**config.mk**
```make
export PLATFORM = sky130hd
export DESIGN_NAME = mdu_unit
export DESIGN_NICKNAME = d
export VERILOG_FILES = /design/src/rtl/mdu_pkg.sv /design/src/rtl/mdu_mul_seq.sv /design/src/rtl/mdu_div_seq.sv /design/src/rtl/mdu_regfile.sv /design/src/rtl/mdu_unit.sv
export SDC_FILE = /design/constraint.sdc
export NUM_CORES = 1
export LEC_CHECK = 0
export BUFFER_PORTS_ARGS = -buffer_cell sky130_fd_sc_hd__buf_2
export CAP_MARGIN = 0
export CORE_AREA = 3 3 204 206
export CTS_CLUSTER_DIAMETER = 80
export CTS_CLUSTER_SIZE = 12
export DETAILED_ROUTE_END_ITERATION = 6
export DIE_AREA = 0 0 207 209
export GPL_ROUTABILITY_DRIVEN = 0
export SYNTH_ARGS = -nofsm -noshare
export SYNTH_HDL_FRONTEND = slang
export SYNTH_HIERARCHICAL = 1
export SYNTH_SLANG_ARGS = --single-unit
export TNS_END_PERCENT = 10
```
**constraint.sdc**
```tcl
create_clock -name clk -period 4.6 [get_ports clk]
set_input_delay 0.69 -clock clk [delete_from_list [all_inputs] [get_ports clk]]
set_output_delay 0.69 -clock clk [all_outputs]
set_load 0.02 [all_outputs]
```
**src/rtl/mdu_pkg.sv**
```systemverilog
package mdu_pkg;

  localparam int BYTE_W = 8;
  localparam int ADDR_W = 4;
  localparam int NUM_W  = 32;
  localparam int OPR_W  = 16;
  localparam int NUM_B  = NUM_W / BYTE_W;
  localparam int OPR_B  = OPR_W / BYTE_W;
  localparam int REG_N  = 1 << ADDR_W;

  localparam logic [ADDR_W-1:0] A_NUM = '0;
  localparam logic [ADDR_W-1:0] A_MLT = ADDR_W'(int'(A_NUM) + NUM_B);
  localparam logic [ADDR_W-1:0] A_DVS = ADDR_W'(int'(A_MLT) + OPR_B);
  localparam logic [ADDR_W-1:0] A_RES = ADDR_W'(int'(A_DVS) + OPR_B);
  localparam logic [ADDR_W-1:0] A_REM = ADDR_W'(int'(A_RES) + NUM_B);
  localparam logic [ADDR_W-1:0] A_FLG = ADDR_W'(int'(A_REM) + OPR_B);
  localparam logic [ADDR_W-1:0] A_STS = ADDR_W'(int'(A_FLG) + 1);

  localparam int ST_BUSY  = 7;
  localparam int ST_MDONE = 0;

  // magnitude of a two's complement word
  function automatic logic [NUM_W-1:0] mag_num(input logic [NUM_W-1:0] v);
    return v[NUM_W-1] ? (~v + 1'b1) : v;
  endfunction

  function automatic logic [OPR_W-1:0] mag_opr(input logic [OPR_W-1:0] v);
    return v[OPR_W-1] ? (~v + 1'b1) : v;
  endfunction

  // conditional negation used when re-applying the sign
  function automatic logic [NUM_W-1:0] sgn_num(input logic [NUM_W-1:0] v, input logic neg);
    return neg ? (~v + 1'b1) : v;
  endfunction

  function automatic logic [OPR_W-1:0] sgn_opr(input logic [OPR_W-1:0] v, input logic neg);
    return neg ? (~v + 1'b1) : v;
  endfunction

endpackage

```
**src/rtl/mdu_mul_seq.sv**
```systemverilog
module mdu_mul_seq #(
  parameter int W = 16
) (
  input  logic           clk,
  input  logic           rst_n,
  input  logic           start,
  input  logic           abort,
  input  logic [W-1:0]   op_a,
  input  logic [W-1:0]   op_b,
  output logic           busy,
  output logic           fin,
  output logic [2*W-1:0] prod
);
  localparam int CW = $clog2(W + 1);

  logic [CW-1:0] cnt;
  logic [W-1:0]  mcand;
  logic [W:0]    psum;

  // add the multiplicand into the upper half when the current multiplier bit is set
  always_comb psum = {1'b0, prod[2*W-1:W]} + (prod[0] ? {1'b0, mcand} : '0);

  always_ff @(posedge clk) begin
    if (!rst_n) begin
      busy  <= 1'b0;
      fin   <= 1'b0;
      cnt   <= '0;
      mcand <= '0;
      prod  <= '0;
    end else begin
      fin <= 1'b0;
      if (start) begin
        mcand <= op_a;
        prod  <= {{W{1'b0}}, op_b};
        cnt   <= CW'(W);
        busy  <= 1'b1;
      end else if (abort) begin
        busy <= 1'b0;
      end else if (busy) begin
        prod <= {psum, prod[W-1:1]};
        cnt  <= cnt - 1'b1;
        if (cnt == CW'(1)) begin
          busy <= 1'b0;
          fin  <= 1'b1;
        end
      end
    end
  end
endmodule

```
**src/rtl/mdu_div_seq.sv**
```systemverilog
module mdu_div_seq #(
  parameter int NW = 32,
  parameter int DW = 16
) (
  input  logic          clk,
  input  logic          rst_n,
  input  logic          start,
  input  logic          abort,
  input  logic [NW-1:0] num,
  input  logic [DW-1:0] den,
  output logic          busy,
  output logic          fin,
  output logic [NW-1:0] quo,
  output logic [DW-1:0] rem
);
  localparam int CW = $clog2(NW + 1);

  logic [CW-1:0] cnt;
  logic [DW-1:0] den_q;
  logic [DW:0]   shifted;
  logic [DW:0]   trial;
  logic          fits;

  // one restoring step: shift in the next numerator bit, trial-subtract, keep or restore
  always_comb begin
    shifted = {rem, quo[NW-1]};
    trial   = shifted - {1'b0, den_q};
    fits    = (shifted >= {1'b0, den_q});
  end

  always_ff @(posedge clk) begin
    if (!rst_n) begin
      busy  <= 1'b0;
      fin   <= 1'b0;
      cnt   <= '0;
      den_q <= '0;
      quo   <= '0;
      rem   <= '0;
    end else begin
      fin <= 1'b0;
      if (start) begin
        den_q <= den;
        quo   <= num;
        rem   <= '0;
        cnt   <= CW'(NW);
        busy  <= 1'b1;
      end else if (abort) begin
        busy <= 1'b0;
      end else if (busy) begin
        rem <= fits ? trial[DW-1:0] : shifted[DW-1:0];
        quo <= {quo[NW-2:0], fits};
        cnt <= cnt - 1'b1;
        if (cnt == CW'(1)) begin
          busy <= 1'b0;
          fin  <= 1'b1;
        end
      end
    end
  end
endmodule

```
**src/rtl/mdu_regfile.sv**
```systemverilog
module mdu_regfile
  import mdu_pkg::*;
(
  input  logic              clk,
  input  logic              rst_n,
  input  logic              wr,
  input  logic [ADDR_W-1:0] addr,
  input  logic [BYTE_W-1:0] wdata,
  input  logic [NUM_W-1:0]  res_i,
  input  logic [OPR_W-1:0]  rem_i,
  input  logic [BYTE_W-1:0] sts_i,
  output logic [NUM_W-1:0]  num_q,
  output logic [OPR_W-1:0]  mlt_nx,
  output logic [OPR_W-1:0]  dvs_nx,
  output logic              flg_q,
  output logic              mul_fire,
  output logic              div_fire,
  output logic [BYTE_W-1:0] rdata
);
  logic [OPR_W-1:0]  mlt_q;
  logic [OPR_W-1:0]  dvs_q;
  logic [BYTE_W-1:0] bank [REG_N];

  // the top byte of each second operand is the launch strobe
  assign mul_fire = wr && (addr == ADDR_W'(int'(A_MLT) + OPR_B - 1));
  assign div_fire = wr && (addr == ADDR_W'(int'(A_DVS) + OPR_B - 1));

  // operand values including a byte written on this very edge, for the engines
  always_comb begin
    mlt_nx = mlt_q;
    dvs_nx = dvs_q;
    for (int i = 0; i < OPR_B; i++) begin
      if (wr && addr == ADDR_W'(int'(A_MLT) + i)) mlt_nx[i*BYTE_W +: BYTE_W] = wdata;
      if (wr && addr == ADDR_W'(int'(A_DVS) + i)) dvs_nx[i*BYTE_W +: BYTE_W] = wdata;
    end
  end

  always_ff @(posedge clk) begin
    if (!rst_n) begin
      num_q <= '0;
      mlt_q <= '0;
      dvs_q <= '0;
      flg_q <= 1'b0;
    end else begin
      mlt_q <= mlt_nx;
      dvs_q <= dvs_nx;
      for (int i = 0; i < NUM_B; i++) begin
        if (wr && addr == ADDR_W'(int'(A_NUM) + i)) num_q[i*BYTE_W +: BYTE_W] <= wdata;
      end
      if (wr && addr == A_FLG) flg_q <= wdata[0];
    end
  end

  // read bank, one byte per offset
  always_comb begin
    for (int k = 0; k < REG_N; k++) bank[k] = '0;
    for (int i = 0; i < NUM_B; i++) begin
      bank[int'(A_NUM) + i] = num_q[i*BYTE_W +: BYTE_W];
      bank[int'(A_RES) + i] = res_i[i*BYTE_W +: BYTE_W];
    end
    for (int i = 0; i < OPR_B; i++) begin
      bank[int'(A_MLT) + i] = mlt_q[i*BYTE_W +: BYTE_W];
      bank[int'(A_DVS) + i] = dvs_q[i*BYTE_W +: BYTE_W];
      bank[int'(A_REM) + i] = rem_i[i*BYTE_W +: BYTE_W];
    end
    bank[A_FLG] = BYTE_W'(flg_q);
    bank[A_STS] = sts_i;
  end

  assign rdata = bank[addr];
endmodule

```
**src/rtl/mdu_unit.sv**
```systemverilog
module mdu_unit
  import mdu_pkg::*;
(
  input  logic              clk,
  input  logic              rst_n,
  input  logic              bus_wr,
  input  logic [ADDR_W-1:0] bus_addr,
  input  logic [BYTE_W-1:0] bus_wdata,
  output logic [BYTE_W-1:0] bus_rdata
);
  logic [NUM_W-1:0]  num_q;
  logic [OPR_W-1:0]  mlt_nx, dvs_nx;
  logic              flg_q;
  logic              mul_fire, div_fire, launch_any;
  logic              mul_busy, div_busy, mul_fin, div_fin;
  logic [OPR_W-1:0]  mul_a, mul_b, div_d;
  logic [NUM_W-1:0]  div_n;
  logic [NUM_W-1:0]  prod_u, quo_u;
  logic [OPR_W-1:0]  rem_u;
  logic [NUM_W-1:0]  res_q;
  logic [OPR_W-1:0]  rem_q;
  logic [BYTE_W-1:0] sts_q;
  logic              busy_q, mdone_q;
  logic              mul_neg_q, quo_neg_q, rem_neg_q, dz_q;
  logic [OPR_W-1:0]  dz_rem_q;

  mdu_regfile u_regs (
    .clk      (clk),
    .rst_n    (rst_n),
    .wr       (bus_wr),
    .addr     (bus_addr),
    .wdata    (bus_wdata),
    .res_i    (res_q),
    .rem_i    (rem_q),
    .sts_i    (sts_q),
    .num_q    (num_q),
    .mlt_nx   (mlt_nx),
    .dvs_nx   (dvs_nx),
    .flg_q    (flg_q),
    .mul_fire (mul_fire),
    .div_fire (div_fire),
    .rdata    (bus_rdata)
  );

  assign launch_any = mul_fire | div_fire;

  // operand magnitudes fed to the unsigned engines
  always_comb begin
    mul_a = num_q[OPR_W-1:0];
    mul_b = mlt_nx;
    div_n = num_q;
    div_d = dvs_nx;
    if (flg_q) begin
      mul_a = mag_opr(mul_a);
      mul_b = mag_opr(mul_b);
      div_n = mag_num(div_n);
      div_d = mag_opr(div_d);
    end
  end

  mdu_mul_seq #(.W(OPR_W)) u_mul (
    .clk   (clk),
    .rst_n (rst_n),
    .start (mul_fire),
    .abort (div_fire),
    .op_a  (mul_a),
    .op_b  (mul_b),
    .busy  (mul_busy),
    .fin   (mul_fin),
    .prod  (prod_u)
  );

  mdu_div_seq #(.NW(NUM_W), .DW(OPR_W)) u_div (
    .clk   (clk),
    .rst_n (rst_n),
    .start (div_fire),
    .abort (mul_fire),
    .num   (div_n),
    .den   (div_d),
    .busy  (div_busy),
    .fin   (div_fin),
    .quo   (quo_u),
    .rem   (rem_u)
  );

  // sign and zero-divisor context captured at launch
  always_ff @(posedge clk) begin
    if (!rst_n) begin
      mul_neg_q <= 1'b0;
      quo_neg_q <= 1'b0;
      rem_neg_q <= 1'b0;
      dz_q      <= 1'b0;
      dz_rem_q  <= '0;
    end else begin
      if (mul_fire) mul_neg_q <= flg_q & (num_q[OPR_W-1] ^ mlt_nx[OPR_W-1]);
      if (div_fire) begin
        quo_neg_q <= flg_q & (num_q[NUM_W-1] ^ dvs_nx[OPR_W-1]);
        rem_neg_q <= flg_q & num_q[NUM_W-1];
        dz_q      <= (dvs_nx == '0);
        dz_rem_q  <= num_q[OPR_W-1:0];
      end
    end
  end

  // result, remainder and status; a fresh launch overrides a completion on the same edge
  always_ff @(posedge clk) begin
    if (!rst_n) begin
      res_q   <= '0;
      rem_q   <= '0;
      busy_q  <= 1'b0;
      mdone_q <= 1'b0;
    end else if (launch_any) begin
      busy_q <= 1'b1;
    end else if (mul_fin) begin
      res_q   <= sgn_num(prod_u, mul_neg_q);
      busy_q  <= 1'b0;
      mdone_q <= 1'b1;
    end else if (div_fin) begin
      res_q  <= dz_q ? '0 : sgn_num(quo_u, quo_neg_q);
      rem_q  <= dz_q ? dz_rem_q : sgn_opr(rem_u, rem_neg_q);
      busy_q <= 1'b0;
    end
  end

  always_comb begin
    sts_q           = '0;
    sts_q[ST_BUSY]  = busy_q;
    sts_q[ST_MDONE] = mdone_q;
  end
endmodule

```
## Word level (Yosys, flattened, before mapping)

Cells that the tools add are included.

- Register bits after elaboration: 262
- Bits of input ports: 15
- Output and inout port bits: 8

- $add $sub $neg: 11
- Order comparisons: 2
- Equal/unequal tests: 12
- Mux-type cells: 49
- Bitwise logic cells: 21
- Reductions and logical operators: 26

Operators with widths:

| kind | number |
|---|---|
| $mux 32 | 10 |
| $mux 16 | 13 |
| $add 32x1->32 const B | 3 |
| $not 32->32 | 3 |
| $add 16x1->16 const B | 4 |
| $not 16->16 | 4 |
| $mux 8 | 6 |
| $bmux 8 s4 | 1 |
| $mux 6 | 3 |
| $add 16x16->17 | 1 |
| $ge 17x16->1 | 1 |
| $eq 4x3->1 const B | 4 |
| $logic_not 16->1 | 1 |
| $sub 16x16->16 | 1 |
| $mux 5 | 3 |
| $mux 1 | 13 |
| $reduce_and 2->1 | 6 |
| $logic_and 1x1->1 | 9 |
| $eq 4x2->1 const B | 2 |
| $reduce_or 4->1 | 2 |
| $not 1->1 | 7 |
| $eq 6x1->1 const B | 1 |
| $reduce_bool 2->1 | 3 |
| $sub 6x1->6 const B | 1 |
| 15 further kinds | 19 |

## Depth between registers and ports, before layout

- Word-level depth: 8
- Gate-level depth with buffers: 12
- Gate-level depth less buffers: 11

## Cells and area by module

The synthesis kept the hierarchy.

Modules (own cells, without submodules):

| module | instances | cells each | area each (um^2) | seq. area each (um^2) |
|---|---|---|---|---|
| mdu_unit | 1 | 827 | 6055.8 | 1401.3 |
| mdu_div_seq | 1 | 510 | 4067.7 | 1441.4 |
| mdu_regfile | 1 | 326 | 3528.4 | 1301.2 |
| mdu_mul_seq | 1 | 379 | 3069.2 | 1101.1 |

## Worst setup path before layout

Ideal clock, no wire load.

- Path type: input to register
- Start point: input port bus_addr[3]
- End point: register u_div.den_q[11]
- Arrival: 3058 ps
- Required time: 4535 ps
- Path slack: 1477 ps
- Stages on the path: 11
- Buffers on the path: 1
- Cells stage by stage: buf_2 > nand2b_1 > nor2_2 > mux2_2 > nor2_1 > nor4b_1 > nand2_1 > o31ai_1 > xnor2_1 > mux2i_1 > nor2b_1

- Longest elaborated chain between the ends: 7

RTL lines:

| what | RTL line | text |
|---|---|---|
| start, declared | mdu_unit.sv:7 | `input logic [ADDR_W-1:0] bus_addr,` |
| $eq 4x3->1 | mdu_regfile.sv:34 | `if (wr && addr == ADDR_W'(int'(A_DVS) + i)) dvs_nx[i*BYTE_W +: BYTE_W] = wdata;` |
| $logic_and 1x1->1 | mdu_regfile.sv:34 |  |
| $mux 8 | mdu_regfile.sv:34 |  |
| named net dvs_nx[2] | mdu_unit.sv:12 | `logic [OPR_W-1:0] mlt_nx, dvs_nx;` |
| $not 16->16 | mdu_pkg.sv:28 | `return v[OPR_W-1] ? (~v + 1'b1) : v;` |
| $add 16x1->16 | mdu_pkg.sv:28 |  |
| $mux 16 | mdu_pkg.sv:28 |  |
| $mux 16 | mdu_unit.sv:53 | `if (flg_q) begin` |
| named net div_d[11] | mdu_unit.sv:16 | `logic [OPR_W-1:0] mul_a, mul_b, div_d;` |
| end signal, assigned | mdu_div_seq.sv:42 | `den_q <= den;` |
| end, declared | mdu_div_seq.sv:19 | `logic [DW-1:0] den_q;` |

The timed path passes the listed nets, and every way through them passes these cells.
A chain may end at the register's enable or synchronous reset.

## Final worst setup path

- Start point: input port bus_addr[1]
- End point: output port bus_rdata[7]

- Longest elaborated chain between the ends: 4

RTL lines:

| what | RTL line | text |
|---|---|---|
| $not 4->5 (implied by the code) | mdu_regfile.sv:70 | `assign rdata = bank[addr];` |
| $bmux 8 s4 | mdu_regfile.sv:70 |  |
| $mux 8 (implied by the code) (2 in a row) | mdu_regfile.sv:70 |  |
| end, declared | mdu_unit.sv:9 | `output logic [BYTE_W-1:0] bus_rdata` |

No other way between the ends. The select of a mux whose other input is x is not followed.

==> out/qor.txt <==
Status: finished, violations left
Failing checks: design-rule violations
Initial core utilization: 42.0%
CP max FO: 20
Via count normalized by instance count: 5.94
TNS Setup: 0 ns
Peak VDD IR: 0.284 mV
Actual slew at the worst max-slew pin: 1.12 ns
Setup Crit Path Kind: primary input to output port
Layout net count: 2053
Core region area: 39800 um^2
Area leader, netlist: dfxtp_1
CTS Hold Bufs: 0
Pwr Density: 254 nW/um^2
Max_cap viols: 0
Number of global-route vias before repair: 13700
Minimum clock period after layout: 3.64 ns
Clock transition at the registers of the reported paths: 0.06 ns
# IOs: 23
Tcrit/Tclk final: 79.2%
Layout Area Growth over Synthesis: 6.62%
HP Class: flop to flop
Slew Viols, Final: 0
Yosys top cell area share: 31.4%
Commonest non-fill, non-tap cell in the layout: dfxtp_1
CTS tree: done
Final number of setup-violating endpoints: 0
Dpl hpwl: 39000 um
Pre-CTS setup slack: 0.988 ns
Routed WL per cell: 21.0 um
RSZ-0062 raised after global routing: no
Longest Clk Path Bufs: 3
Die height: 209 um
Arrival time at the worst endpoint: 2.95 ns
Largest net degree at the start of global routing: 93
Clock Skews: 0.00758 ns
Synth Instances: 2042
Antenna viol nets, final: 0
Startpoint Class: primary input
Rows: 73
Number of distinct library cells after synthesis: 88
DRT iter0 DRCs: 1443
Num CTS Buffers: 25
Grt total ovfl: 0
Top cells by area, synth: dfxtp_1 31%, mux2i_1 6.1%, a21oi_1 5.2%, xnor2_1 5.2%, nand2_1 4.7%
Synthesized area: 16700 um^2
First-pass GRT wire length: 81300 um
Die area: 43300 um^2
GRT Overall Usage: 23.3%
Resized Gates After CTS: 0
Critical Path RT: 3.91 ns
Fmax: 274 MHz
DRC violations left: 1
Asr flop ratio synth: 0%
Synthesized flop and latch total: 262
Drt pass-1 iters: 7
Layout cell share with drive strength beyond 1: 9.23%
Design area: 17800 um^2
Number of synthesis warnings: 6
Final hold viol count: 0
Die width: 207 um
Initial antenna violation count: 3
Final core utilization: 44.8%
Final WS setup: 0.956 ns
H-tree depth: 1
Most frequent cells in the layout: 262 x dfxtp_1, 210 x nand2_1, 175 x a21oi_1
Post-Route WL: 52900 um
Leak Pwr: 6.80 nW
Post-CTS setup buffers: 0
Vias post-DR: 15000
Fin Hold WS: 0.463 ns
Clock root cell: clkbuf_16
Port Buffers: 22
Worst slew margin: 24.9%
Worst-Skew Late Latency: 0.54 ns
Seq/Total Area, Yosys: 31.4%
Antenna Cells: 0
Top_reg_cell synth: dfxtp_1
Syn_area_per_cell: 8.19 um^2
Crit. End Element: output port
Number of synthesized flops with an enable pin: 0
Clk sinks: 262
Placed Area: 17200 um^2
## metrics by stage
| step | instances | power [mW] |
|---|---|---|
| after global placement | 2491 | 2.74 |
| final | 2518 | 4.53 |
| after detailed placement | 2491 | 2.74 |
| after floorplan | 2047 | 2.64 |
| after global routing | 2518 | 4.69 |
| after CTS | 2518 | 4.57 |
## cells by family (layout without fill, tap and decap cells)
| family | after synthesis | in the layout | share of synthesized area, % |
|---|---|---|---|
| xor gates and xnor gates | 166 | 166 | 8.69 |
| muxes | 156 | 156 | 11.0 |
| and+or+nand+nor | 772 | 772 | 23.5 |
| adders and majority gates | 45 | 45 | 3.46 |
| other | 1 | 6 | 0.0224 |
| AOI/OAI and AO/OA | 460 | 460 | 17.5 |
| DFF | 262 | 262 | 31.4 |
| buffers and inverters | 180 | 126 | 4.50 |
## power breakdown
group	internal (mW)	leakage, nW	switching [mW]	total, mW
logic	0.139	4.37	0.251	0.390
clock network	0.974	0.320	0.859	1.83
registers	2.28	2.11	0.0275	2.31
## sequential cells by signal (all words and copies together) (netlist names), 6 cells and up
name	cells
dz_rem_q	16
rem_q	16
res_q	32
u_div/cnt	6
u_div/den_q	16
u_div/quo	32
u_div/rem	16
u_mul/mcand	16
u_mul/prod	32
u_regs/dvs_q	16
u_regs/mlt_q	16
u_regs/num_q	32
## worst max-delay path: stages
cell	delay, ns
buf_2	0.26
buf_4	0.36
nand2b_1	0.29
o22ai_1	0.14
a211oi_1	0.69
o21ai_0	0.28
buf_2	0.23
## Yosys cell counts, types with 36 or more instances
library cell and instances:
mux2_2 36, xor2_1 67, nor2_1 170, inv_1 51, clkbuf_1 95, dfxtp_1 262
a21oi_1 175, nand2_1 210, o21ai_0 98, nor3_1 54, xnor2_1 99, mux2i_1 102
nand3_1 39, nor2b_1 120, and2_1 54, ha_1 43
## routing by layer
metal / up-vias / GRT usage, % / share of wire (%)
li1: 7079 / - / -
met1: 7200 / 33.9 / 46
met2: 585 / 35.9 / 44
met3: 93 / 3.60 / 7.4
met4: 2 / 6.76 / 3.0
met5: - / 0 / 0.038
## cell type report
cell class | instances | area (um^2)
multi-input cells | 1605 | 10800
repair buffers | 47 | 313
inverters | 52 | 195
clock buffers | 26 | 639
clock inverters | 1 | 8.76
well taps | 525 | 657
flip-flops and latches | 262 | 5250
fillers | 4023 | 22000
## final timing paths
| check | start | endpoint | slack (ns) | cells after the start |
|---|---|---|---|---|
| worst min register to register | rem_q[4] | rem_q[4] | 0.46 | 2 |
| worst max register to register | u_div/quo[31] | u_div/rem[14] | 1.65 | 10 |
| worst min-delay path | rem_q[4] | rem_q[4] | 0.46 | 2 |
| worst max-delay path | bus_addr[1] | bus_rdata[7] | 0.96 | 7 |
(Power assumes the default switching activity.)
